==> src/rtl/ipl_pkg.sv <==
// Shared types for the interrupt priority level evaluator.
// Assumes: nothing beyond standard SystemVerilog.
package ipl_pkg;
    // How a bit index inside a scanned range maps to a priority level.
    typedef enum logic {
        MAP_REBASED = 1'b0,   // level = index - range_low + 1
        MAP_DIRECT  = 1'b1    // level = index
    } map_e;
endpackage

==> src/rtl/ipl_range_scan.sv <==
// Range scanner: masks a request word to [LO,HI] and finds the level of the
// highest pending bit in that range, using the selected mapping.
// Assumes: LO <= HI < SUM_W, and every produced level fits in LVL_W bits.
module ipl_range_scan #(
    parameter int            SUM_W = 32,
    parameter int            LO    = 4,
    parameter int            HI    = 18,
    parameter int            LVL_W = 5,
    parameter ipl_pkg::map_e MAP   = ipl_pkg::MAP_REBASED
) (
    input  logic [SUM_W-1:0] src,
    output logic [SUM_W-1:0] in_range,
    output logic             hit,
    output logic [LVL_W-1:0] level
);
    // Keep only bits inside the scanned range.
    for (genvar g = 0; g < SUM_W; g++) begin : g_mask
        if (g >= LO && g <= HI) begin : g_in
            assign in_range[g] = src[g];
        end else begin : g_out
            assign in_range[g] = 1'b0;
        end
    end

    assign hit = |in_range;

    // Ascending scan: the last (highest) pending bit decides the level.
    always_comb begin
        level = '0;
        for (int i = LO; i <= HI; i++) begin
            if (src[i]) begin
                if (MAP == ipl_pkg::MAP_DIRECT) level = LVL_W'(i);
                else                            level = LVL_W'(i - LO + 1);
            end
        end
    end

    // a pending bit in range never yields level zero.
    always_comb begin
        a_r2_hit_nonzero_level: assert (!hit || level != '0);
    end
endmodule

==> src/rtl/ipl_arm_ctrl.sv <==
// Arm control: holds the evaluation armed flag and flags illegal returns.
// Evaluation clears the flag; a privileged, non-speculative return sets it
// (set wins over clear in the same cycle); a return outside privileged mode
// raises a one-cycle fault and leaves the flag alone.
// Assumes: synchronous active-low reset; flag armed out of reset.
module ipl_arm_ctrl (
    input  logic clk,
    input  logic rst_n,
    input  logic eval_now,
    input  logic rfe_strobe,
    input  logic pal_mode,
    input  logic rfe_spec,
    output logic armed,
    output logic fault
);
    logic rearm;
    logic illegal;

    assign rearm   = rfe_strobe && pal_mode && !rfe_spec;
    assign illegal = rfe_strobe && !pal_mode;

    // Armed flag update: rearm has priority over the clear from evaluation.
    always_ff @(posedge clk) begin
        if (!rst_n)        armed <= 1'b1;
        else if (rearm)    armed <= 1'b1;
        else if (eval_now) armed <= 1'b0;
    end

    // One-cycle illegal-return fault pulse.
    always_ff @(posedge clk) begin
        if (!rst_n) fault <= 1'b0;
        else        fault <= illegal;
    end

    a_r8_rearm_cause: assert property (@(posedge clk) disable iff (!rst_n)
        $rose(armed) |-> $past(rfe_strobe && pal_mode && !rfe_spec));
    a_r9_fault_cause: assert property (@(posedge clk) disable iff (!rst_n)
        fault |-> $past(rfe_strobe && !pal_mode));
    a_r9_fault_keeps_arm: assert property (@(posedge clk) disable iff (!rst_n)
        fault |-> (armed == $past(armed) || $past(eval_now)));
endmodule

==> src/rtl/ipl_evaluator.sv <==
// Interrupt priority level evaluator (top).
// Combines a software request word and external interrupt lines into one
// level, compares it with the current level and raises a one-cycle trap
// request while latching the summary word and winning level.
// Assumes: synchronous active-low reset; external levels exceed software ones.
module ipl_evaluator #(
    parameter int SUM_W  = 32,
    parameter int SW_LO  = 4,
    parameter int SW_HI  = 18,
    parameter int EXT_LO = 20,
    parameter int EXT_HI = 30,
    parameter int LVL_W  = 5,
    parameter int AST_W  = 4
) (
    input  logic             clk,
    input  logic             rst_n,
    input  logic [SUM_W-1:0] sw_req,
    input  logic [SUM_W-1:0] ext_irq,
    input  logic [LVL_W-1:0] cur_ipl,
    input  logic [AST_W-1:0] ast_req,
    input  logic             pal_mode,
    input  logic             rfe_strobe,
    input  logic             rfe_spec,
    output logic             trap_req,
    output logic [SUM_W-1:0] sum_word,
    output logic [LVL_W-1:0] int_id,
    output logic             err_ast,
    output logic             rfe_fault,
    output logic             eval_armed
);
    logic [SUM_W-1:0] sw_bits, ext_bits;
    logic             sw_hit, ext_hit;
    logic [LVL_W-1:0] sw_lvl, ext_lvl, win_lvl;
    logic             ast_bad, take;

    ipl_range_scan #(.SUM_W(SUM_W), .LO(SW_LO), .HI(SW_HI), .LVL_W(LVL_W),
                     .MAP(ipl_pkg::MAP_REBASED)) u_sw_scan (
        .src(sw_req), .in_range(sw_bits), .hit(sw_hit), .level(sw_lvl));

    ipl_range_scan #(.SUM_W(SUM_W), .LO(EXT_LO), .HI(EXT_HI), .LVL_W(LVL_W),
                     .MAP(ipl_pkg::MAP_DIRECT)) u_ext_scan (
        .src(ext_irq), .in_range(ext_bits), .hit(ext_hit), .level(ext_lvl));

    ipl_arm_ctrl u_arm (
        .clk(clk), .rst_n(rst_n), .eval_now(eval_armed),
        .rfe_strobe(rfe_strobe), .pal_mode(pal_mode), .rfe_spec(rfe_spec),
        .armed(eval_armed), .fault(rfe_fault));

    // External sources are applied after software ones and override them.
    assign win_lvl = ext_hit ? ext_lvl : sw_lvl;
    assign ast_bad = |ast_req;
    assign take    = eval_armed && !ast_bad && (win_lvl != '0) && (win_lvl > cur_ipl);

    // One-cycle trap and error pulses.
    always_ff @(posedge clk) begin
        if (!rst_n) begin
            trap_req <= 1'b0;
            err_ast  <= 1'b0;
        end else begin
            trap_req <= take;
            err_ast  <= eval_armed && ast_bad;
        end
    end

    // Summary and level registers, loaded only when a trap is taken.
    always_ff @(posedge clk) begin
        if (!rst_n) begin
            sum_word <= '0;
            int_id   <= '0;
        end else if (take) begin
            sum_word <= sw_bits | ext_bits;
            int_id   <= win_lvl;
        end
    end

    a_r5_trap_above_ipl: assert property (@(posedge clk) disable iff (!rst_n)
        trap_req |-> (int_id != '0 && int_id > $past(cur_ipl)));
    a_r7_trap_needs_arm: assert property (@(posedge clk) disable iff (!rst_n)
        trap_req |-> $past(eval_armed));
    a_r6_err_blocks_trap: assert property (@(posedge clk) disable iff (!rst_n)
        err_ast |-> (!trap_req && $stable(sum_word) && $stable(int_id)));
    a_r5_hold_without_trap: assert property (@(posedge clk) disable iff (!rst_n)
        !trap_req |-> $stable(int_id));
    a_r3_ext_wins: assert property (@(posedge clk) disable iff (!rst_n)
        (trap_req && $past(ext_hit)) |-> int_id >= LVL_W'(EXT_LO));
endmodule

==> config.mk <==
export PLATFORM = sky130hd
export DESIGN_NAME = ipl_evaluator
export DESIGN_NICKNAME = d
export VERILOG_FILES = /design/src/rtl/ipl_pkg.sv /design/src/rtl/ipl_range_scan.sv /design/src/rtl/ipl_arm_ctrl.sv /design/src/rtl/ipl_evaluator.sv
export SDC_FILE = /design/constraint.sdc
export NUM_CORES = 1
export LEC_CHECK = 0
export CAP_MARGIN = 5
export CORE_MARGIN = 3
export CORE_UTILIZATION = 38
export CTS_BUF_LIST = sky130_fd_sc_hd__clkbuf_4 sky130_fd_sc_hd__clkbuf_8
export CTS_CLUSTER_SIZE = 20
export DETAILED_ROUTE_END_ITERATION = 8
export GPL_ROUTABILITY_DRIVEN = 0
export GPL_TIMING_DRIVEN = 0
export PLACE_DENSITY = 0.9
export SYNTH_ARGS = -nofsm -noshare
export SYNTH_HDL_FRONTEND = slang
export SYNTH_SLANG_ARGS = --single-unit
==> constraint.sdc <==
create_clock -name clk -period 4.63 [get_ports clk]
set_clock_uncertainty 0.1 [all_clocks]
set_input_delay 0.926 -clock clk [delete_from_list [all_inputs] [get_ports clk]]
set_output_delay 0.926 -clock clk [all_outputs]
set_load 0.01 [all_outputs]
==> reports/results.tsv <==
metric	value	unit
cts_tree	built	
cts_buffers	5	
slowest_delay	570	ps
min_path_type	flop to flop	
path_class	input pin to flop	
antenna_cells	0	
finalHoldViolations	0	
grt.total_usage	17.6	%
layout_commonest_cell	clkdlybuf4s50_1	
synthCells	224	
wl	5050	um
cp_max_fo	10	
ctsHoldBuffers	0	
die_area	5880	um^2
initialDrtViolationCount	105	
grt_overflow_total	0	
p_per_area	223	nW/um^2
finalCriticalPeriod	4150	ps
cp.required	4750	ps
place_inst	369	
netlist_area	1900	um^2
cts.htree.levels	2	
syn_to_final_growth	48.0	%
portBuffers	73	
rsz0062_at_grt	no	
nets	392	
post-route-util	58.6	%
syn_area_per_cell	8.47	um^2
critPathLaunchType	input pin	
fin_tns_setup	0	ps
vias	1865	
die_x	76.7	um
layout_common_cells	73 x clkdlybuf4s50_1, 60 x nand2_1, 35 x dfxtp_1, 28 x mux2i_1, 12 x nor2_1	
drive_gt1_share	7.79	%
cts_setup_buffers	0	
grt_pass1_wl	8450	um
ys_seq_elements	35	
ys.warnings.count	0	
yosysUniqueCellTypes	40	
clock_path_buffers	2	
antenna_found_initial	0	
fmax	241	MHz
post-place-ws	226	ps
start_util	39.6	%
tightestPinTransition	629	ps
p_leak	1.04	nW
setup_viol	0	
clock-root-buffer	clkbuf_8	
clk_pin_slew	60	ps
cts_sinks	35	
path_cells	clkdlybuf4s50_1 > nor4_1 > nand3b_4 > a2111oi_0 > a21oi_1 > ha_1 > nand2_1 > o21ai_1 > nand3_1 > a21o_1 > a21oi_2 > buf_6 > buf_12 > mux2i_1	
crit_arrival	4260	ps
critPathSlowestCell	nor4_1	
hpwl	4030	um
vdd_drop_max	127	uV
core_area	4790	um^2
grt_max_degree	11	
die_h	76.7	um
io_pins	119	
fin_ws	481	ps
firstDrtPassIters	5	
rows	25	
slew_viol_final	0	
ys_seq_area_share	36.9	%
critPathCaptureType	flop	
final_cells	375	
finalCritPeriodShare	89.6	%
status	complete, no violations	
postCtsResizedCells	0	
drc	0	
n_fill_cell	439	
post_drt_wl_per_cell	13.5	um
viasPerCell	4.97	
clk_latency	280	ps
grt_pass1_vias	1822	
relSlewSlack	57.5	%
design_area	2810	um^2
place_area	2730	um^2
ant_nets	0	
drv_cap	0	
final cells by class:
type / instances / area (um^2) / share of cell area, %
buffer: 15 / 119 / 4.24
tap: 67 / 83.8 / 2.99
timing repair buffer: 73 / 731 / 26.0
clock buffer: 6 / 76.3 / 2.72
inverter: 10 / 37.5 / 1.34
multi-input combinational: 169 / 1060 / 37.7
sequential: 35 / 701 / 25.0
where the power goes:
part           total (mW)  internal, mW  leakage [nW]  switching, mW
logic               0.111        0.0592         0.715         0.0522
clock network       0.207         0.106        0.0406          0.101
registers           0.309         0.306         0.283        0.00250
worst paths after layout:
path,start,endpoint,slack [ps],cells after the start
hold / removal,sum_word[24],sum_word[24],350,2
setup reg to reg,u_arm.armed,sum_word[14],3040,6
hold reg to reg,sum_word[24],sum_word[24],350,2
setup / recovery,ext_irq[25],sum_word[14],480,14
worst max-delay path: cells and delay by family:
| family | cells | cell delay, ps |
|---|---|---|
| compound gates | 5 | 1000 |
| simple gates | 4 | 950 |
| buf+inv | 3 | 860 |
| fa+ha+maj | 1 | 320 |
| mux | 1 | 190 |
metal layers:
metal | global-route usage, % | part of all wire, % | vias up
met5 | 0 | 0 | -
met4 | 6.70 | 1.8 | 0
met3 | 5.75 | 6.8 | 9
met2 | 28.9 | 48 | 69
met1 | 21.4 | 43 | 858
li1 | - | - | 929
cell usage after synthesis, drive strengths merged:
master | count | area [um^2]
o21bai | 1 | 7.51
o211ai | 3 | 22.5
o31ai | 2 | 15.0
nor2 | 13 | 56.3
clkbuf | 6 | 22.5
a211oi | 3 | 35.0
a21oi | 11 | 58.8
nor2b | 2 | 12.5
nor4 | 4 | 25.0
a32oi | 1 | 8.76
or3 | 1 | 6.26
mux2i | 28 | 280
inv | 10 | 37.5
nand2b | 1 | 6.26
ha | 5 | 62.6
or4 | 4 | 41.3
o31a | 1 | 10.0
nor3b | 1 | 7.51
nor3 | 4 | 20.0
a21o | 3 | 22.5
or2 | 1 | 6.26
dfxtp | 35 | 701
o41ai | 1 | 8.76
buf | 9 | 96.3
o21ai | 5 | 25.0
conb | 1 | 3.75
a221oi | 1 | 8.76
nand2 | 61 | 231
nand3b | 1 | 20.0
nand3 | 2 | 10.0
a2111oi | 3 | 27.5
registers in the layout (all words and copies together), names as in the netlist:
name and count:
err_ast 1, int_id 5, sum_word 26, trap_req 1, u_arm.armed 1, u_arm.fault 1
per-stage QoR:
step | hold WS, ps | total power, mW
floorplan | 367 | 0.364
global placement | 343 | 0.423
detailed placement | 346 | 0.426
CTS | 358 | 0.634
global route | 381 | 0.657
finish | 353 | 0.627
kinds of logic (layout without fill, tap and decap cells):
| family | Yosys count | after routing | share of synthesized area (%) |
|---|---|---|---|
| AOI/OAI and AO/OA | 35 | 35 | 13.2 |
| and+or+nand+nor | 95 | 95 | 23.4 |
| adders and majority gates | 5 | 5 | 3.30 |
| buffers and inverters | 25 | 104 | 8.25 |
| other | 1 | 6 | 0.198 |
| muxes | 28 | 28 | 14.8 |
| DFF | 35 | 35 | 36.9 |
No activity file was read; power rests on OpenSTA's default activity.
